--- config.mk ---
export PLATFORM = sky130hd
export DESIGN_NAME = decay_seq
export DESIGN_NICKNAME = d
export VERILOG_FILES = /design/src/rtl/decay_pkg.sv /design/src/rtl/decay_span_timer.sv /design/src/rtl/decay_on_meter.sv /design/src/rtl/decay_seq.sv
export SDC_FILE = /design/constraint.sdc
export NUM_CORES = 1
export LEC_CHECK = 0
export ABC_AREA = 1
export BUFFER_PORTS_ARGS = -buffer_cell sky130_fd_sc_hd__buf_2
export CAP_MARGIN = 10
export CORE_ASPECT_RATIO = 1.25
export CORE_MARGIN = 5
export CORE_UTILIZATION = 55
export DETAILED_ROUTE_END_ITERATION = 6
export GPL_ROUTABILITY_DRIVEN = 0
export HOLD_SLACK_MARGIN = 0.08
export PLACE_DENSITY = 0.74
export SYNTH_ARGS = -nofsm -noshare
export SYNTH_HDL_FRONTEND = slang
export SYNTH_SLANG_ARGS = --single-unit
export TNS_END_PERCENT = 1
--- constraint.sdc ---
create_clock -name clk -period 3.1 [get_ports clk]
set_input_delay 0.31 -clock clk [delete_from_list [all_inputs] [get_ports clk]]
set_output_delay 0.31 -clock clk [all_outputs]
set_load 0.03 [all_outputs]
--- src/rtl/decay_pkg.sv ---
package decay_pkg;

  typedef enum logic [1:0] {
    BR_SLOW = 2'd0,
    BR_ON   = 2'd1,
    BR_DEAD = 2'd2,
    BR_FAST = 2'd3
  } bridge_e;

  typedef enum logic [1:0] {
    DM_SLOW  = 2'd0,
    DM_FAST  = 2'd1,
    DM_MIXED = 2'd2,
    DM_AUTO  = 2'd3
  } decay_mode_e;

  typedef struct packed {
    logic fast;   // enter FAST after the guard interval
    logic mixed;  // FAST may hand over to SLOW
  } decay_pick_t;

  // Decay choice for the interval after the guard time.
  function automatic decay_pick_t pick_decay(input logic [1:0] mode,
                                             input logic falling,
                                             input logic auto_pure);
    decay_pick_t p;
    p = '0;
    unique case (decay_mode_e'(mode))
      DM_SLOW:  p = '0;
      DM_FAST:  p.fast = 1'b1;
      DM_MIXED: begin p.fast = 1'b1; p.mixed = 1'b1; end
      DM_AUTO:  begin p.fast = falling; p.mixed = falling & ~auto_pure; end
      default:  p = '0;
    endcase
    return p;
  endfunction

endpackage

--- src/rtl/decay_span_timer.sv ---
module decay_span_timer #(
  parameter int TW = 4
) (
  input  logic          clk,
  input  logic          rst_n,
  input  logic          restart,
  input  logic [TW-1:0] limit,
  output logic          done
);
  logic [TW-1:0] cnt_q;

  always_ff @(posedge clk or negedge rst_n) begin
    if (!rst_n)              cnt_q <= '0;
    else if (restart)        cnt_q <= '0;
    else if (cnt_q != '1)    cnt_q <= cnt_q + 1'b1;
  end

  // done in the cycle that completes 'limit' cycles since restart
  assign done = ({1'b0, cnt_q} + (TW+1)'(1)) >= {1'b0, limit};
endmodule

--- src/rtl/decay_on_meter.sv ---
module decay_on_meter #(
  parameter int CNT_W = 6,
  parameter int BLANK = 4
) (
  input  logic             clk,
  input  logic             rst_n,
  input  logic             in_on,
  input  logic             on_exit,
  input  logic [CNT_W-1:0] thr,
  input  logic             ack,
  output logic             blank_done,
  output logic [CNT_W-1:0] on_count,
  output logic             stall
);
  localparam logic [CNT_W-1:0] BLANK_M1 = CNT_W'(BLANK - 1);

  function automatic logic [CNT_W-1:0] sat_inc(input logic [CNT_W-1:0] v);
    return (v == '1) ? v : v + 1'b1;
  endfunction

  logic [CNT_W-1:0] run_q;
  logic [CNT_W-1:0] run_len;
  logic             below_thr;

  assign run_len    = sat_inc(run_q);
  assign below_thr  = run_len < thr;
  assign blank_done = run_q >= BLANK_M1;

  always_ff @(posedge clk or negedge rst_n) begin
    if (!rst_n)                 run_q <= '0;
    else if (in_on && !on_exit) run_q <= run_len;
    else                        run_q <= '0;
  end

  always_ff @(posedge clk or negedge rst_n) begin
    if (!rst_n) begin
      on_count <= '0;
      stall    <= 1'b0;
    end else begin
      if (on_exit) on_count <= run_len;
      if (on_exit && below_thr) stall <= 1'b1;
      else if (ack)             stall <= 1'b0;
    end
  end

  // flag holds while no read strobe comes
  a_r10_stall_sticky: assert property (@(posedge clk) disable iff (!rst_n)
    (stall && !ack) |=> stall);
  // a newly raised flag always goes with a count below threshold
  a_r10_rise_below_thr: assert property (@(posedge clk) disable iff (!rst_n)
    $rose(stall) |-> (on_count < $past(thr)));
  // the published count only changes on an ON exit
  a_r9_count_on_exit: assert property (@(posedge clk) disable iff (!rst_n)
    !on_exit |=> $stable(on_count));
endmodule

--- src/rtl/decay_seq.sv ---
module decay_seq
  import decay_pkg::*;
#(
  parameter int CNT_W     = 6,
  parameter int BLANK     = 4,
  parameter int DEAD_CYC  = 8,
  parameter int TMD_SHORT = 16,
  parameter int TMD_LONG  = 32
) (
  input  logic             clk,
  input  logic             rst_n,
  input  logic             period_start,
  input  logic             cur_above,
  input  logic [1:0]       decay_mode,
  input  logic             profile_falling,
  input  logic             auto_pure_fast,
  input  logic             mix_by_timer,
  input  logic             tmd_long,
  input  logic [CNT_W-1:0] stall_thr,
  input  logic             stall_ack,
  output logic [1:0]       bridge_state,
  output logic [CNT_W-1:0] on_count,
  output logic             stall
);
  localparam int SPAN_MAX = (DEAD_CYC > TMD_LONG) ?
                            ((DEAD_CYC > TMD_SHORT) ? DEAD_CYC : TMD_SHORT) :
                            ((TMD_LONG > TMD_SHORT) ? TMD_LONG : TMD_SHORT);
  localparam int TW = $clog2(SPAN_MAX + 1) + 1;

  bridge_e     state_q, state_n;
  logic        pend_q, pend_n;
  logic        mix_q, mix_n;
  logic        mtim_q, mtim_n;
  decay_pick_t pick;

  // named internal events
  logic dead_done, mix_done, blank_done;
  logic on_exit, dead_enter, fast_enter, undershoot;
  logic [TW-1:0] mix_limit;

  assign pick       = pick_decay(decay_mode, profile_falling, auto_pure_fast);
  assign undershoot = !cur_above;
  assign mix_limit  = tmd_long ? TW'(TMD_LONG) : TW'(TMD_SHORT);

  always_comb begin
    state_n = state_q;
    pend_n  = pend_q;
    mix_n   = mix_q;
    mtim_n  = mtim_q;
    unique case (state_q)
      BR_SLOW: if (period_start) state_n = BR_ON;
      BR_ON: begin
        if (period_start) begin
          state_n = BR_DEAD; pend_n = 1'b1;
        end else if (cur_above && blank_done) begin
          state_n = BR_DEAD; pend_n = 1'b0;
        end
      end
      BR_DEAD: begin
        if (period_start) pend_n = 1'b1;
        if (dead_done) begin
          if (pend_n) begin
            state_n = BR_ON; pend_n = 1'b0;
          end else if (pick.fast) begin
            state_n = BR_FAST; mix_n = pick.mixed; mtim_n = mix_by_timer;
          end else begin
            state_n = BR_SLOW;
          end
        end
      end
      BR_FAST: begin
        if (period_start) begin
          state_n = BR_DEAD; pend_n = 1'b1;
        end else if (mix_q && (mtim_q ? mix_done : undershoot)) begin
          state_n = BR_SLOW;
        end
      end
      default: state_n = BR_SLOW;
    endcase
  end

  always_ff @(posedge clk or negedge rst_n) begin
    if (!rst_n) begin
      state_q <= BR_SLOW;
      pend_q  <= 1'b0;
      mix_q   <= 1'b0;
      mtim_q  <= 1'b0;
    end else begin
      state_q <= state_n;
      pend_q  <= pend_n;
      mix_q   <= mix_n;
      mtim_q  <= mtim_n;
    end
  end

  assign on_exit    = (state_q == BR_ON)   && (state_n != BR_ON);
  assign dead_enter = (state_q != BR_DEAD) && (state_n == BR_DEAD);
  assign fast_enter = (state_q != BR_FAST) && (state_n == BR_FAST);
  assign bridge_state = state_q;

  decay_span_timer #(.TW(TW)) u_dead_tmr (
    .clk(clk), .rst_n(rst_n), .restart(dead_enter),
    .limit(TW'(DEAD_CYC)), .done(dead_done));

  decay_span_timer #(.TW(TW)) u_mix_tmr (
    .clk(clk), .rst_n(rst_n), .restart(fast_enter),
    .limit(mix_limit), .done(mix_done));

  decay_on_meter #(.CNT_W(CNT_W), .BLANK(BLANK)) u_meter (
    .clk(clk), .rst_n(rst_n), .in_on(state_q == BR_ON), .on_exit(on_exit),
    .thr(stall_thr), .ack(stall_ack), .blank_done(blank_done),
    .on_count(on_count), .stall(stall));

  // ON and FAST never follow each other directly
  a_r4_on_not_to_fast: assert property (@(posedge clk) disable iff (!rst_n)
    (state_q == BR_ON) |=> (state_q != BR_FAST));
  a_r4_fast_not_to_on: assert property (@(posedge clk) disable iff (!rst_n)
    (state_q == BR_FAST) |=> (state_q != BR_ON));
  // the guard interval is held until its timer completes
  a_r4_dead_held: assert property (@(posedge clk) disable iff (!rst_n)
    (state_q == BR_DEAD && !dead_done) |=> (state_q == BR_DEAD));
  // a comparator-ended ON phase is at least BLANK cycles long
  a_r3_min_on: assert property (@(posedge clk) disable iff (!rst_n)
    ($past(state_q) == BR_ON && state_q == BR_DEAD && !$past(period_start))
      |-> (on_count >= CNT_W'(BLANK)));
  // timed mixed decay stays fast until the timer completes
  a_r7_mix_timer_hold: assert property (@(posedge clk) disable iff (!rst_n)
    (state_q == BR_FAST && mix_q && mtim_q && !mix_done && !period_start)
      |=> (state_q == BR_FAST));
  // SLOW persists without a period start
  a_r2_slow_hold: assert property (@(posedge clk) disable iff (!rst_n)
    (state_q == BR_SLOW && !period_start) |=> (state_q == BR_SLOW));
endmodule

Word level (Yosys, flattened, before mapping) --
Index checks and enable logic that the tools add are counted.
Cells by class: reductions and logical operators 18, $lt $le $gt $ge 4, bitwise operators 3, $add $sub $neg 5, equality and inequality tests 15, muxes and demuxes 27
Operators by type and width (count):
- 2-to-1 mux 7 bit | 4
- 2-to-1 mux 6 bit | 3
- adder 7 x 1 -> 8 bit (second input constant) | 2
- 2-to-1 mux 2 bit | 8
- adder 7 x 1 -> 7 bit (second input constant) | 2
- != test 7 bit (second input constant) | 2
- equality test 2 bit (second input constant) | 6
- greater-or-equal comparator 8 x 4 -> 1 bit (second input constant) | 1
- greater-or-equal comparator 8 x 6 -> 1 bit | 1
- 2-to-1 mux 1 bit | 8
- case mux 2 bit (4 select lines) | 1
- logical AND 1 bit | 7
- adder 6 x 1 -> 6 bit (second input constant) | 1
- equality test 6 bit (second input constant) | 1
- greater-or-equal comparator 6 x 2 -> 1 bit (second input constant) | 1
- < comparator 6 bit | 1
- case mux 1 bit (3 select lines) | 2
- nonzero test 2 bit | 3
- equality test 2 x 1 -> 1 bit (second input constant) | 2
- zero test 2 bit | 2
- != test 2 bit (second input constant) | 2
- AND reduction 4 bit | 1
- != test 3 bit (second input constant) | 1
- nonzero test 3 bit | 1
- other kinds (7) | 9
Word-level totals: input bits 17, logic and storage cells 81, register bits after elaboration 32, output and inout port bits 9

Longest topological paths before layout --
Gate-level depths: netlist of run 1.
depth after elaboration 12, depth in mapped cells 19, mapped depth without buffers 19

Hierarchy --
Synthesis of run 1 repeated with hierarchy kept, for this count alone.
Unflattened totals: cells, all modules 333, area, all modules 2434.8 um2
By module, submodules not included:
- decay_span_timer | times used 2, cells an instance 87, area each 603.1 um2, sequential area each 175.2 um2
- decay_on_meter | times used 1, cells an instance 96, area each 770.7 um2, sequential area each 325.3 um2
- decay_seq | times used 1, cells an instance 63, area each 457.9 um2, sequential area each 125.1 um2

Worst setup path before layout of run 1 --
OpenSTA, ideal clock, no wires.
kind reg2reg, start point register u_mix_tmr.cnt_q[0], end point register u_dead_tmr.cnt_q[2], stages on the path, launching flop included 19, required time 2979 ps, arrival time 2099 ps, library setup time 121 ps, slack 881 ps, buffers on the path 0, clock period less this slack 2219 ps, cells stage by stage dfrtp_1 ha_1 nand2_1 inv_2 nand2_1 xor2_1 inv_1 ha_1 nand2_1 nor2_1 nand2_1 nand2_1 nand2_1 nand2_1 nand2_1 nand2_1 nand4_4 nor2_8 nor2_2
On the way: longest elaborated chain between the ends 10, elaborated cells on any way between the ends 11, those cells by class add/sub: 1; order compare: 1; eq/ne: 1; mux: 5; reduce/logical: 3
RTL lines:
- start, declared | RTL line decay_span_timer.sv:10 | logic [TW-1:0] cnt_q;
- start signal, assigned | RTL line decay_span_timer.sv:15 | else if (cnt_q != '1) cnt_q <= cnt_q + 1'b1;
- adder 7 x 1 -> 8 bit (*) | RTL line decay_span_timer.sv:19 | assign done = ({1'b0, cnt_q} + (TW+1)'(1)) >= {1'b0, limit};
- greater-or-equal comparator 8 x 6 -> 1 bit (*) | RTL line decay_span_timer.sv:19
- 2-to-1 mux 1 bit (*) | RTL line decay_seq.sv:74 | end else if (mix_q && (mtim_q ? mix_done : undershoot)) begin
- logical AND 1 bit (*) | RTL line decay_seq.sv:74
- 2-to-1 mux 2 bit (*) | RTL line decay_seq.sv:74
- 2-to-1 mux 2 bit (*) | RTL line decay_seq.sv:72 | if (period_start) begin
- case mux 2 bit (4 select lines) (*) | RTL line decay_seq.sv:50 | unique case (state_q)
- named net state_n[0] | RTL line decay_seq.sv:30 | bridge_e state_q, state_n;
- equality test 2 bit (*) | RTL line decay_seq.sv:97 | assign dead_enter = (state_q != BR_DEAD) && (state_n == BR_DEAD);
- logical AND 1 bit (*) | RTL line decay_seq.sv:97
- 2-to-1 mux 7 bit or nonzero test 2 bit (tied branches)
- end signal, assigned | RTL line decay_span_timer.sv:15
- end, declared | RTL line decay_span_timer.sv:10
The timed path passes the listed nets; every way through them passes the cells marked *. A chain may end at the register's enable or synchronous reset.

Final worst setup path of run 1 --
start point register u_mix_tmr.cnt_q[0], end point register u_dead_tmr.cnt_q[0]
The elaborated chain is that of the path after synthesis.

==> results.md, run 1 <==
* Dpl ws at 0.6861 ns
* Hold Worst Slack at 0.07762 ns
* X dimension of the die at 64.42 um
* Final net count at roughly 320
* R2r endpoint: u_dead_tmr.cnt_q[0]$_DFFE_PN0P_
* Number of nets with antenna violations after detailed routing at 0
* Top-level port count at 26
* Commonest non-fill, non-tap cell in the layout: nand2_1
* Least-Margin Pin Slew at 0.7194 ns
* Latest clock arrival within the worst-skew pair at roughly 0.28 ns
* Final count of hold timing violations at 0
* Critical path endpoint category: flop
* Final min period at 2.456 ns
* Number of global-route vias before repair at around 1600
* TritonCTS Buffers at 5
* Post-route DRC violation count at 0
* Overall routing resource usage at 18.14%
* CP Max Fanout at 7
* Length in cells of the worst reg-to-reg path at 18
* Commonest non-fill, non-tap cells in the layout: nand2_1, inv_1, dfrtp_1, nor2_1, buf_2
* Launching point of the worst reg2reg path: u_mix_tmr.cnt_q[0]$_DFFE_PN0P_
* RSZ-0062 raised after global routing: no
* Number of post-CTS setup repair buffers at 0
* Total Routed Length at 3.878 mm
* Leak Pwr at 1.237 nW
* HPWL reported at the end of detailed placement at approximately 3.0 mm
* Global-route wire length before repair at 7.217 mm
* Total power divided by cell area at around 850 nW/um^2
* Netlist area before placement at 2036 um^2
* Clock-pin slew of the registers on the worst-case setup and hold paths at 0.06 ns
* Number of hold buffers added after cts at 0
* Flop and latch count out of synthesis at 32
* Total iterations of the first detailed-routing run at 4
* Pin count of the biggest net entering global routing at 33
* Max-cap violations at 0
* Total power of the final layout at around 1.9 mW
* Worst setup path class: reg -> reg
* Smallest setup slack after layout at between 0.6 and 0.7 ns
* Portion of the clock cycle consumed by the worst path in the final layout at between 70% and 80%
* TritonCTS clock tree: built
* Fraction of final layout cells sized beyond drive strength 1 at roughly 20%
* CTS sink cnt at 32
* Type of the tightest min-delay check: in -> async
* Diodes inserted at 0
* Floorplan die height at about 78 um
* CP Launch Type: flop
* Internal reg-to-reg setup slack at between 0.6 and 0.7 ns
* Yosys cell types at 29
* Die ar. at 5026 um^2
* Max Freq at 407.2 MHz
* Starting density of the core at 57.45%
* Core Region at 3543 um^2
* Number of buffers inserted by port buffering at 25
* # resized after CTS at 0
* Worst-case headroom to the max-slew limit at between 50% and 60%
* Final Max Tran Viols at 0
* Cells after synthesis at 262
* Mean area per synthesized cell at 7.770 um^2
* Initial drt markers at 57
* Row count at 24
* # H-tree levels at 2
* Number of antenna violations at the first check in global routing at 0
* Data required time at the worst endpoint at 3.27 ns
* Vias/cell at 4.958
* Area delta synth->final at 12.54%
* CP arrival at 2.63 ns
* Setup violations, final at 0
* CTS root buffer: clkbuf_8
* Sum of negative setup slack at 0 ns
* GRT overflow at 0
* Clk buf depth at 2
* Number of nets in the synthesized netlist at 294
* Total via count after detailed routing at ~1600
* Routed wire length per instance at 11.68 um
* Worst vdd rail ir drop at 0.5230 mV
* Total number of yosys warnings at 0
* Status: finished clean
* Post-synthesis sequential area ratio at 39.34%
* Clock skew after layout at 0.006432 ns
[flip-flops by register name, indices dropped and copies added, names as in the netlist]
name / flops
u_dead_tmr.cnt_q: 7
u_mix_tmr.cnt_q: 7
u_meter.on_count: 6
u_meter.run_q: 6
bridge_state: 2
mix_q: 1
mtim_q: 1
pend_q: 1
u_meter.stall: 1
[worst max-delay path by stage]
stage / startpoint / endpoint / slack [ns] / cells after the start
global placement: u_mix_tmr.cnt_q[0]$_DFFE_PN0P_ / u_dead_tmr.cnt_q[2]$_DFFE_PN0P_ / 0.79 / 18
floorplan: u_mix_tmr.cnt_q[0]$_DFFE_PN0P_ / u_dead_tmr.cnt_q[2]$_DFFE_PN0P_ / 0.88 / 18
finish: u_mix_tmr.cnt_q[0]$_DFFE_PN0P_ / u_dead_tmr.cnt_q[0]$_DFFE_PN0P_ / 0.64 / 18
detailed placement: u_mix_tmr.cnt_q[0]$_DFFE_PN0P_ / u_dead_tmr.cnt_q[0]$_DFFE_PN0P_ / 0.69 / 18
global route: u_mix_tmr.cnt_q[0]$_DFFE_PN0P_ / u_dead_tmr.cnt_q[0]$_DFFE_PN0P_ / 0.41 / 18
CTS: u_mix_tmr.cnt_q[0]$_DFFE_PN0P_ / u_dead_tmr.cnt_q[0]$_DFFE_PN0P_ / 0.63 / 18
[metal layers]
layer	share of wire [%]	GRT usage, %	routed length [um]
met1	42	20.05	1629
met2	52	33.26	2026
met3	3.8	4.429	148
met4	1.9	6.765	74
met5	0	0	0
[through the flow]
step | util [%] | instances | area (um^2)
after global placement | 62.11 | 324 | 2201
final | 64.65 | 332 | 2291
after detailed placement | 62.11 | 324 | 2201
after global routing | 64.65 | 332 | 2291
after floorplan | - | 262 | 2036
after CTS | 64.65 | 332 | 2291
[cell type report]
class                           instances  area [um^2]
Tap cell                               39        48.80
Inverter                               51        191.4
Timing Repair Buffer                   25        125.1
Clock buffer                            8        90.09
Fill cell                             326         1252
Sequential cell                        32        800.8
Multi-Input combinational cell        177         1035
[cell families after synthesis]
logic type / count (synthesis) / share of synthesized area [%]
xor gates and xnor gates: 7 / 3.012
DFF: 32 / 39.34
adders and majority gates: 15 / 9.219
muxes: 1 / 0.5531
and+or+nand+nor: 125 / 30.24
buffers and inverters: 53 / 9.833
AOI/OAI and AO/OA: 29 / 7.806
[synth_stat cells, drive strengths merged]
cell / count / area, um^2
dfrtp: 32 / 800.8
nand2: 62 / 255.2
o21ai: 15 / 75.07
ha: 15 / 187.7
a21oi: 10 / 53.80
o211ai: 1 / 7.510
buf: 1 / 5.000
mux2: 1 / 11.26
nor2: 44 / 231.5
nand3: 12 / 65.06
o21a: 2 / 15.01
clkbuf: 1 / 3.750
nand3b: 1 / 7.510
xor2: 5 / 43.79
a21boi: 1 / 7.510
nor3: 1 / 10.01
or2: 1 / 6.260
xnor2: 2 / 17.52
inv: 51 / 191.4
nand4: 4 / 40.04
[report_power, final]
group          switching (mW)  internal (mW)  leakage, nW
Clock                   0.146          0.181       0.0455
Sequential              0.146          0.569        0.407
Combinational           0.556          0.344        0.785
[worst max-delay path: stages, from the launching register on]
cell,delay [ns]
dfrtp_1,0.43
ha_1,0.24
nand2_1,0.07
inv_2,0.04
nand2_1,0.11
xor2_1,0.19
inv_1,0.08
ha_1,0.28
nand2_1,0.05
nor2_1,0.09
nand2_1,0.05
nand2_1,0.05
nand2_1,0.04
nand2_1,0.08
nand2_1,0.06
nand2_1,0.10
nand4_4,0.12
nor2_8,0.22
nor2_2,0.04
No activity file was read; power rests on OpenSTA's default activity.
==> run 2: changes to the inputs <==
- CORE_UTILIZATION: 55 -> 52
- clock period: 3.1 -> 2 ns (I/O delays scaled with it)
==> results.md, run 2 (synthesis results as in run 1) <==
* Startpoint of the tightest hold check path: stall_ack
* Pin count of the biggest net entering global routing at 33 (unchanged)
* Total iterations of the first detailed-routing run at 4 (unchanged)
* Sum of negative setup slack at -0.9914 ns (-0.9914 ns)
* Portion of the clock cycle consumed by the worst path in the final layout at 107.3% (+28 points)
* Final count of hold timing violations at 0 (unchanged)
* Sequence of cells on the critical path: ha_2, nand2_1, inv_2, nand2_4, xor2_2, inv_1, ha_1, nand2_1, nor2_1, nand2_1, nand2_1, nand2_1, nand2_1, nand2_1, nand2_2, nand4_4, nor2_8, nor2_2
* Top-level port count at 26 (unchanged)
* X dimension of the die at 65.96 um (+2.4%)
* R2r endpoint: u_dead_tmr.cnt_q[1]$_DFFE_PN0P_
* Final Max Tran Viols at 0 (unchanged)
* Total via count after detailed routing at 1667 (+1.3%)
* Clock skew after layout at 0.001876 ns (-0.004556 ns)
* Worst setup path class: reg -> reg
* CP Launch Type: flop
* CTS sink cnt at 32 (unchanged)
* Length in cells of the worst reg-to-reg path at 18 (unchanged)
* TritonCTS clock tree: built
* Vias/cell at 4.592 (-7.4%)
* Library cell appearing most often on the critical path: nand2_1
* Latest clock arrival within the worst-skew pair at 0.28 ns (about the same)
* Critical path endpoint category: flop
* Row count at 25 (+4.2%)
* TritonCTS Buffers at 5 (unchanged)
* Core Region at 3785 um^2 (+6.8%)
* Overall routing resource usage at 17.14% (-1.0 points)
* GRT overflow at 0 (unchanged)
* Initial drt markers at 65 (+14%)
* Die ar. at 5274 um^2 (+4.9%)
* Global-route wire length before repair at 6.913 mm (-4.2%)
* Area delta synth->final at 22.25%
* Fin area at 2489 um^2 (+8.6%)
* Smallest setup slack after layout at -0.1454 ns (-0.7896 ns)
* Max Freq at 466.1 MHz (+14%)
* Hold Worst Slack at 0.1568 ns (+0.07915 ns)
* Area taken by multi-input logic gates at 1055 um^2 (+1.9%)
* Number of cells on the worst hold path at 4
* CP arrival at 2.32 ns (-0.31 ns)
* Worst vdd rail ir drop at 0.6042 mV (+16%)
* Commonest non-fill, non-tap cells in the layout: nand2_1, inv_1, dfrtp_1, nor2_1, buf_2
* Slowest cell on the critical path: dfrtp_1
* CTS root buffer: clkbuf_8
* Largest registers: u_dead_tmr.cnt_q (7), u_mix_tmr.cnt_q (7)
* Least-Margin Pin Slew at 0.7093 ns (-0.01014 ns)
* CP Max Fanout at 7 (unchanged)
* Starting density of the core at 53.79% (-3.7 points)
* RSZ-0062 raised after global routing: yes
* Total power divided by cell area at 1324 nW/um^2 (+56%)
* Final min period at 2.145 ns (-0.3104 ns)
* HPWL reported at the end of detailed placement at 3.026 mm (+0.64%)
* Routed wire length per instance at 10.47 um (-10%)
* Setup violations, final at 7 (+7)
* Status: complete, but fails checks
* Max-cap violations at 0 (unchanged)
* Placed Instance Area at 2340 um^2 (+6.3%)
* Fraction of final layout cells sized beyond drive strength 1 at 26.21% (+5.7 points)
* Post-route DRC violation count at 0 (unchanged)
* Clk buf depth at 2 (unchanged)
* Type of the tightest min-delay check: in -> reg
* Launching point of the worst reg2reg path: u_mix_tmr.cnt_q[1]$_DFFE_PN0P_
* Violated checks: setup timing
* Floorplan die height at 79.96 um (+2.5%)
* Data required time at the worst endpoint at 2.17 ns (-1.10 ns)
* Clock-pin slew of the registers on the worst-case setup and hold paths at 0.06 ns (about the same)
* Number of antenna violations at the first check in global routing at 0 (unchanged)
* Leak Pwr at 1.336 nW (+8.0%)
* Number of buffers inserted by port buffering at 25 (unchanged)
* Worst Hold Path EP: u_meter.stall$_DFFE_PN0P_
* Total power of the final layout at 3.296 mW (+70%)
* Sequential cell area at 800.8 um^2 (unchanged)
* Worst-case headroom to the max-slew limit at 52.71% (+0.68 points)
* Diodes inserted at 0 (unchanged)
* Commonest non-fill, non-tap cell in the layout: nand2_1
* # H-tree levels at 2 (unchanged)
* Number of global-route vias before repair at 1634 (-0.91%)
* Internal reg-to-reg setup slack at -0.15 ns (-0.79 ns)
* Total Routed Length at 3.799 mm (-2.0%)
* Filler cells at 338 (+3.7%)
* Final net count at 340 (+4.9%)
* Stage delay of the slowest cell on the critical path at 0.38 ns (-0.05 ns)
* Number of nets with antenna violations after detailed routing at 0 (unchanged)
-- run 2: what timing repair did --
| item | in CTS | in global routing |
|---|---|---|
| endpoints found under the setup margin | 7 | 10 |
| gates resized for setup | 0 | 2 |
| setup buffers | 0 | 0 |
| hold buffers | 1 | 0 |
| endpoints found under the hold margin | 32 | 0 |
| pin swaps | 0 | 1 |
-- run 2: worst max path at each step --
stage | from | cells after the start | slack, ns | end
4_1_cts | u_mix_tmr.cnt_q[1]$_DFFE_PN0P_ | 18 | -0.16 | u_dead_tmr.cnt_q[5]$_DFFE_PN0P_
3_5_place_dp | u_mix_tmr.cnt_q[1]$_DFFE_PN0P_ | 18 | -0.15 | u_dead_tmr.cnt_q[1]$_DFFE_PN0P_
6_report | u_mix_tmr.cnt_q[1]$_DFFE_PN0P_ | 18 | -0.15 | u_dead_tmr.cnt_q[1]$_DFFE_PN0P_
3_3_place_gp | u_mix_tmr.cnt_q[1]$_DFFE_PN0P_ | 18 | -0.10 | u_dead_tmr.cnt_q[3]$_DFFE_PN0P_
2_1_floorplan | u_mix_tmr.cnt_q[0]$_DFFE_PN0P_ | 18 | -0.10 | u_dead_tmr.cnt_q[2]$_DFFE_PN0P_
5_1_grt | u_mix_tmr.cnt_q[0]$_DFFE_PN0P_ | 18 | -0.33 | u_dead_tmr.cnt_q[3]$_DFFE_PN0P_
-- run 2: power breakdown --
| part | total, mW | leakage (nW) | switching (mW) | internal, mW |
|---|---|---|---|---|
| sequential | 1.08 | 0.407 | 0.204 | 0.881 |
| clock | 0.670 | 0.0645 | 0.231 | 0.439 |
| combinational | 1.54 | 0.865 | 0.910 | 0.631 |
| total | 3.30 | 1.34 | 1.34 | 1.95 |
-- run 2: worst max-delay path: cells and delay by family (launching register included) --
kind | cells | cell delay, ns
flops | 1 | 0.38
xor+xnor | 1 | 0.13
fa+ha+maj | 2 | 0.45
buf+inv | 2 | 0.10
simple gates | 13 | 0.97
-- run 2: cell type report --
class	count	share of cell area, %
inverter	51	7.692
sequential	32	32.18
clock buffer	7	3.871
clock inverter	1	1.207
timing repair buffer	41	9.955
tap	54	2.715
multi-input combinational	177	42.38
-- run 2: through the flow --
stage / util [%] / std cells / setup WS (ns)
after global routing: 65.75 / 363 / -0.3328
after global placement: 61.82 / 354 / -0.1026
after floorplan: - / 262 / -0.1030
after CTS: 65.42 / 363 / -0.1582
after detailed placement: 61.82 / 354 / -0.1471
final: 65.75 / 363 / -0.1454
-- run 2: layer usage --
metal	part of all wire, %	track usage, %	up-vias
li1	-	-	895
met1	43	19.64	747
met2	52	30.79	20
met3	3.2	2.958	5
met4	1.6	7.317	0
met5	0	0	-
